$ cat src/rtl/tone_pkg.sv
package tone_pkg;
   // Range field encoding: bit 1 selects double step, bit 0 selects half step
   typedef enum logic [1:0] {
      RNG_STD  = 2'b00,
      RNG_HALF = 2'b01,
      RNG_DBL  = 2'b10,
      RNG_BOTH = 2'b11
   } rng_e;

   // Left shift applied to the code to form the phase increment
   function automatic logic [1:0] rng_shift(rng_e r);
      case (r)
         RNG_HALF: return 2'd0;
         RNG_DBL:  return 2'd2;
         default:  return 2'd1;   // standard and the both-set case
      endcase
   endfunction
endpackage

$ cat src/rtl/tone_cfg_regs.sv
module tone_cfg_regs #(
   parameter int CODE_W = 8
) (
   input  logic              clk,
   input  logic              rst_n,
   input  logic              por_clr,
   input  logic              wr_f1,
   input  logic [CODE_W-1:0] f1_code,
   input  logic              wr_f2,
   input  logic [CODE_W-1:0] f2_code,
   input  logic              wr_rng,
   input  logic [1:0]        rng_sel,
   output logic [CODE_W-1:0] code1,
   output logic [CODE_W-1:0] code2,
   output tone_pkg::rng_e    rng
);
   always_ff @(posedge clk) begin
      if (!rst_n || por_clr) begin
         code1 <= '0;
         code2 <= '0;
         rng   <= tone_pkg::RNG_STD;
      end else begin
         if (wr_f1)  code1 <= f1_code;
         if (wr_f2)  code2 <= f2_code;
         if (wr_rng) rng   <= tone_pkg::rng_e'(rng_sel);
      end
   end
endmodule

$ cat src/rtl/tone_phase.sv
module tone_phase #(
   parameter int CODE_W = 8,
   parameter int ACC_W  = 17
) (
   input  logic              clk,
   input  logic              rst_n,
   input  logic              clr,
   input  logic              tick,
   input  logic [CODE_W-1:0] code,
   input  logic [1:0]        shift,
   output logic [ACC_W-1:0]  phase
);
   localparam int INC_W = CODE_W + 2;

   logic [INC_W-1:0] inc;
   logic             idle;

   always_comb begin
      inc  = INC_W'(code) << shift;
      idle = (code == '0);
   end

   always_ff @(posedge clk) begin
      if (!rst_n || clr || idle)
         phase <= '0;
      else if (tick)
         phase <= phase + ACC_W'(inc);
   end
endmodule

$ cat src/rtl/dual_tone_gen.sv
module dual_tone_gen #(
   parameter int CODE_W = 8,
   parameter int ACC_W  = 17,
   parameter int IDX_W  = 7
) (
   input  logic              clk,
   input  logic              rst_n,
   input  logic              por_clr,
   input  logic              tick,
   input  logic              wr_f1,
   input  logic [CODE_W-1:0] f1_code,
   input  logic              wr_f2,
   input  logic [CODE_W-1:0] f2_code,
   input  logic              wr_rng,
   input  logic [1:0]        rng_sel,
   output logic              tone1,
   output logic              tone2,
   output logic [IDX_W-1:0]  pos1
);
   localparam int NGEN  = 2;
   localparam int INC_W = CODE_W + 2;

   if (ACC_W < INC_W + 1) begin : g_bad_acc
      $error("ACC_W too narrow for the largest increment");
   end
   if (IDX_W > ACC_W || IDX_W < 1) begin : g_bad_idx
      $error("IDX_W must lie between 1 and ACC_W");
   end

   logic [CODE_W-1:0] code1, code2;
   tone_pkg::rng_e    rng;
   logic [1:0]        shift;
   logic [CODE_W-1:0] codes  [NGEN];
   logic [ACC_W-1:0]  phases [NGEN];

   tone_cfg_regs #(.CODE_W(CODE_W)) u_regs (
      .clk(clk), .rst_n(rst_n), .por_clr(por_clr),
      .wr_f1(wr_f1), .f1_code(f1_code),
      .wr_f2(wr_f2), .f2_code(f2_code),
      .wr_rng(wr_rng), .rng_sel(rng_sel),
      .code1(code1), .code2(code2), .rng(rng)
   );

   always_comb begin
      shift    = tone_pkg::rng_shift(rng);
      codes[0] = code1;
      codes[1] = code2;
   end

   for (genvar g = 0; g < NGEN; g++) begin : g_gen
      tone_phase #(.CODE_W(CODE_W), .ACC_W(ACC_W)) u_ph (
         .clk(clk), .rst_n(rst_n), .clr(por_clr), .tick(tick),
         .code(codes[g]), .shift(shift), .phase(phases[g])
      );
   end

   assign tone1 = phases[0][ACC_W-1];
   assign tone2 = phases[1][ACC_W-1];
   assign pos1  = phases[0][ACC_W-1 -: IDX_W];
endmodule

$ cat config.mk
export PLATFORM = sky130hd
export DESIGN_NAME = dual_tone_gen
export DESIGN_NICKNAME = d
export VERILOG_FILES = /design/src/rtl/tone_pkg.sv /design/src/rtl/tone_cfg_regs.sv /design/src/rtl/tone_phase.sv /design/src/rtl/dual_tone_gen.sv
export SDC_FILE = /design/constraint.sdc
export NUM_CORES = 1
export LEC_CHECK = 0
export BUFFER_PORTS_ARGS = -buffer_cell sky130_fd_sc_hd__clkbuf_2
export CAP_MARGIN = 0
export CELL_PAD_IN_SITES_DETAIL_PLACEMENT = 1
export CELL_PAD_IN_SITES_GLOBAL_PLACEMENT = 1
export CORE_ASPECT_RATIO = 1.75
export CORE_MARGIN = 5
export CORE_UTILIZATION = 45
export DETAILED_ROUTE_END_ITERATION = 10
export PLACE_DENSITY_LB_ADDON = 0.08
export SYNTH_ARGS = -nofsm -noshare
export SYNTH_HDL_FRONTEND = slang
export SYNTH_HIERARCHICAL = 1
export SYNTH_SLANG_ARGS = --single-unit
$ cat constraint.sdc
create_clock -name clk -period 3.8 [get_ports clk]
set_clock_uncertainty 0.1 [all_clocks]
set_input_delay 0.19 -clock clk [delete_from_list [all_inputs] [get_ports clk]]
set_output_delay 0.19 -clock clk [all_outputs]
set_load 0.01 [all_outputs]
* After elaboration in Yosys (flattened, before gate mapping) *
Index checks and enable logic that the tools add are counted.

word-level totals
  bits in registers = 52
  bits in latches = 0
  bits in writable memories = 0
  bits in read-only memories = 0
  input port bits = 25
  output and inout bits = 9
  memories = 0

operators by class
  add/subtract/negate cells = 2
  multipliers = 0
  div/mod/pow operators = 0
  magnitude comparators = 0
  eq/ne operators = 2
  shift-type cells = 2
  multiplexer cells = 1
  bitwise gates (word level) = 0
  reductions and logical operators = 6

operators by type and width
  cell                  number
  $add A17 B10 Y17      2
  $shl A8 B2 Y10        2
  $logic_not A8 Y1      2
  $pmux W2 S2           1
  $logic_or A1 B1 Y1    3
  $eq A2 B1 Y1 const B  1
  $eq A2 B2 Y1 const B  1
  $logic_not A1 Y1      1

* Logic depth before layout (Yosys ltp) *
  word-level depth = 4
  depth in mapped cells = 12
  mapped depth without buffers = 11

* Hierarchy *
Netlist, hierarchy kept.

by module, submodules not included
  module         times used  cells each  area an instance (um^2)  seq. area each (um^2)
  tone_phase     2           170         1383.8                   340.3
  tone_cfg_regs  1           59          693.2                    360.3
  dual_tone_gen  1           3           23.8                     0.0

* Worst setup path after synthesis *
Ideal clock, no wire load.

  path kind = register to register
  start = register u_regs.rng[0]
  end = register g_gen[0].u_ph.phase[9]
  setup time = 0.062 ns
  arrival time = 2.866 ns
  required time = 3.638 ns
  setup slack = 0.771 ns
  stages on the path, launching flop included = 12
  period minus slack after synthesis = 3.029 ns
  cells stage by stage = dfxtp_1 -> inv_1 -> ha_1 -> buf_1 -> mux2i_1 -> mux2i_1 -> ha_1 -> and4_4 -> a21o_1 -> o21a_1 -> or4_1 -> nand3_1

on the way
  word-level cells in the longest chain between the ends = 4
  elaborated cells on any way between the ends = 5
  classes of those cells = add/sub: 1; eq/ne: 2; shift: 1; mux: 1

ends and longest elaborated chain
  element                                              RTL line             source
  from (decl)                                          tone_cfg_regs.sv:15  output tone_pkg::rng_e rng
  from (signal assigned)                               tone_cfg_regs.sv:21  rng <= tone_pkg::RNG_STD;
  from (signal assigned)                               tone_cfg_regs.sv:25  if (wr_rng) rng <= tone_pkg::rng_e'(rng_sel);
  $eq A2 B2 Y1 / $eq A2 B1 Y1 (equally long branches)  tone_pkg.sv:12       case (r)
  $pmux W2 S2 (*)                                      tone_pkg.sv:12
  via shift[0]                                         dual_tone_gen.sv:32  logic [1:0] shift;
  $shl A8 B2 Y10 (*)                                   tone_phase.sv:19     inc = INC_W'(code) << shift;
  $add A17 B10 Y17 (*)                                 tone_phase.sv:27     phase <= phase + ACC_W'(inc);
  to (signal assigned)                                 tone_phase.sv:27
  to (decl)                                            tone_phase.sv:11     output logic [ACC_W-1:0] phase

Mark *: on every way through the listed nets, which the timed path passes. The rest lies on a longest branch.
A chain may end at the register's enable or synchronous reset.

* Worst setup path in the final report *
Ends and elaborated chain as after synthesis.

==> flow_metrics.py <==
metrics = {
    "final_layout": {
        "fin_area_um2": 3830,
        "finish.net_count": 477,
        "final_util_pct": 50.6,
        "post_route_cells_drive_above_1_share_pct": 16.3,
        "mostFrequentLayoutCell": "dfxtp_1",
        "filler_free_cell_count_of_the_finished_design": 518,
        "layout_common_cells": "dfxtp_1 (52), mux2i_1 (42), clkbuf_2 (33)",
        "n_antenna_cell": 0,
        "layout_overhead_on_the_synthesized_area_pct": 9.98,
    },
    "route": {
        "avgViaCountPerCell": 6.05,
        "via_count": 3133,
        "drt_drc_violations_left": 0,
        "antenna_nets_post_route": 0,
        "dr.pass1.iters": 4,
        "route.detailed.wl_per_inst_um": 18.4,
        "postRouteWirelength_um": 9540,
        "drtIter0Drc": 86,
    },
    "global_routing": {
        "grt_pass1_vias": 3366,
        "wire_length_of_the_first_global_routing_pass_um": 16100,
        "grt.overflow.total": 0,
        "grt_use_met2_pct": 42.9,
        "grt_use_met3_pct": 2.41,
        "grt_antenna_before_repair": 0,
        "top_usage_layer": "met2",
        "groute.usage.overall_pct": 20.3,
        "met1_usage_pct": 19.0,
        "grt_max_degree": 35,
    },
    "clock_tree": {
        "cts_tree": "built",
        "sink_count": 52,
        "clock_insertion_delay_worst_skew_ps": 290,
        "cts_htree_levels": 2,
        "clk_pin_slew_ps": 70,
        "cts.repair_timing.setup_buffer_count": 0,
        "max-clock-path-buffers": 2,
        "cts_repair_resize_count": 0,
        "clock_tree_root_buffer_cell": "clkbuf_16",
        "cts_buffer_count": 5,
        "holdBufCountCts": 0,
    },
    "synth": {
        "synth_top_flop_cell": "dfxtp_1",
        "syn_area_um2": 3480,
        "syn-mean-instance-area_um2": 8.67,
        "yosys.area.top_type": "dfxtp_1",
        "post_synthesis_share_of_cell_area_spent_on_xor_and_xnor_gates_pct": 1.51,
        "synth.top_cell.area_share_pct": 29.9,
        "postSynthRegisterBits": 52,
        "edff_count_synth": 0,
        "synth_fp_nets": 450,
        "synth.distinct_cells": 52,
        "synthArstFlopShare_pct": 0,
        "yosys.area_share.adder_pct": 8.69,
        "yosysWarnings": 6,
        "synthTopCellsByArea": "dfxtp_1 (30%), mux2i_1 (12%), ha_1 (7.5%)",
        "synth_compound_gate_area_share_pct": 20.6,
        "yosys-mux-area-fraction_pct": 12.7,
        "sequential_element_share_of_the_synthesized_area_pct": 29.9,
        "synthCells": 402,
        "yosys.area_share.simple_pct": 22.6,
        "synth_top_family_by_area": "simple AND/OR/NAND/NOR gates",
    },
    "setup_path": {
        "crit_fanout": 10,
        "critPathCaptureType": "flop",
        "crit_type": "flop to flop",
        "cp-start-kind": "flop",
        "worst-endpoint-required_ps": 3940,
        "crit_arrival_ps": 3490,
    },
    "placement": {
        "place_inst": 510,
        "place_worst_setup_slack_ps": 512,
        "numPortBuffers": 33,
        "globalplace.congestion": 0.837,
        "dpl-instance-area_um2": 3680,
        "detailed_place_hpwl_um": 7410,
    },
    "sta": {
        "timing.final.setup_violations": 0,
        "max_slew_violation_count": 0,
        "final.setup.worst_slack_ps": 442,
        "finalCritPeriodShare_pct": 88.4,
        "timing_worst_slew_pin_value_ps": 854,
        "hold-worst-slack_ps": 33.3,
        "slew-limit-headroom_pct": 43.1,
        "fin_setup_tns_ps": 0,
        "max_clock_freq_mhz": 298,
        "grt_setup_unrepaired": "no",
        "final_hold_viol_count": 0,
        "timing.final.crit_period_ps": 3360,
    },
    "pwr": {
        "leakagePower_nw": 1.68,
        "finalPower_mw": 1.17,
        "vdd_ir_drop_max_mv": 0.203,
        "power_per_cell_area_nw_per_um2": 306,
    },
    "floorplan": {
        "io-pin-count": 34,
        "floorplan.die_area_um2": 9670,
        "chipWidth_um": 76.5,
        "initial_core_utilization_pct": 46.0,
        "fp.dieH_um": 126,
        "fp.coreArea_um2": 7570,
        "num_rows": 42,
    },
    "outcome": {
        "run_status": "finished clean",
    },
    "min_path": {
        "worstHoldPathType": "input pin to flop",
    },
    "flow_run": {
        "max-cap-violations": 0,
    },
}
-- critical path, stage by stage, from the launching register on --
cell and delay (ps):
dfxtp_1 330, inv_1 50, ha_1 460, buf_4 240, mux2i_1 270, mux2i_1 130, ha_1 390, a21oi_1 260
a21boi_0 240, o21a_1 270, or4_1 470, nand3_1 90
-- sequential cells by signal, summed over array words and instances, names as in the netlist --
signal / cells
g_gen.u_ph/phase: 34
u_regs/code1: 8
u_regs/code2: 8
u_regs/rng: 2
-- worst paths after layout --
kind	start	end	slack, ps	cells after the start
worst min-delay path	rng_sel[0]	u_regs/rng[0]$_SDFFE_PP0P_	30	3
worst max-delay path	u_regs/rng[0]$_SDFFE_PP0P_	g_gen[0].u_ph/phase[9]$_SDFFE_PP0P_	440	11
worst min register to register	g_gen[1].u_ph/phase[5]$_SDFFE_PP0P_	g_gen[1].u_ph/phase[5]$_SDFFE_PP0P_	390	2
worst max register to register	u_regs/rng[0]$_SDFFE_PP0P_	g_gen[0].u_ph/phase[9]$_SDFFE_PP0P_	440	11
-- report_power, final --
part	total [mW]	internal, mW	leakage [nW]	switching (mW)
registers	0.561	0.553	0.421	0.00862
logic	0.142	0.0563	1.19	0.0861
clock network	0.469	0.260	0.0766	0.209
total	1.17	0.869	1.68	0.303
-- cell type report --
type / instances / area, um2
tap: 88 / 110
clock buffer: 6 / 139
timing repair buffer: 37 / 195
clock inverter: 2 / 10.0
inverter: 9 / 33.8
fill: 952 / 3730
sequential: 52 / 1040
multi-input combinational: 324 / 2300
-- routing by layer --
metal / up-vias / part of all wire (%)
li1: 1549 / -
met1: 1546 / 36
met2: 26 / 60
met3: 12 / 1.5
met4: 0 / 2.0
met5: - / 0
-- synth_stat cells (4+ instances only) --
cell,number
nor2_1,30
nor4_1,4
nand2b_1,4
nand2_1,24
nand3b_1,4
o21ai_0,18
a31oi_1,6
o21a_1,4
mux2i_1,42
or3_1,10
clkbuf_1,4
nor3_1,10
a211o_1,4
nand3_1,22
a21boi_0,4
ha_1,21
and3_1,6
a21o_1,8
nor2b_1,8
inv_1,7
nor2_2,10
a211oi_1,6
buf_2,6
a21oi_1,32
dfxtp_1,52
xnor2_1,6
-- cell families after synthesis --
logic type	after synthesis
multiplexers	44
AO/OA/AOI/OAI	104
buffers and inverters	26
AND/OR/NAND/NOR	147
flip-flops	52
XOR/XNOR	6
adder cells (fa/ha/maj)	23
Note: power is estimated with default switching activity, not from simulation.
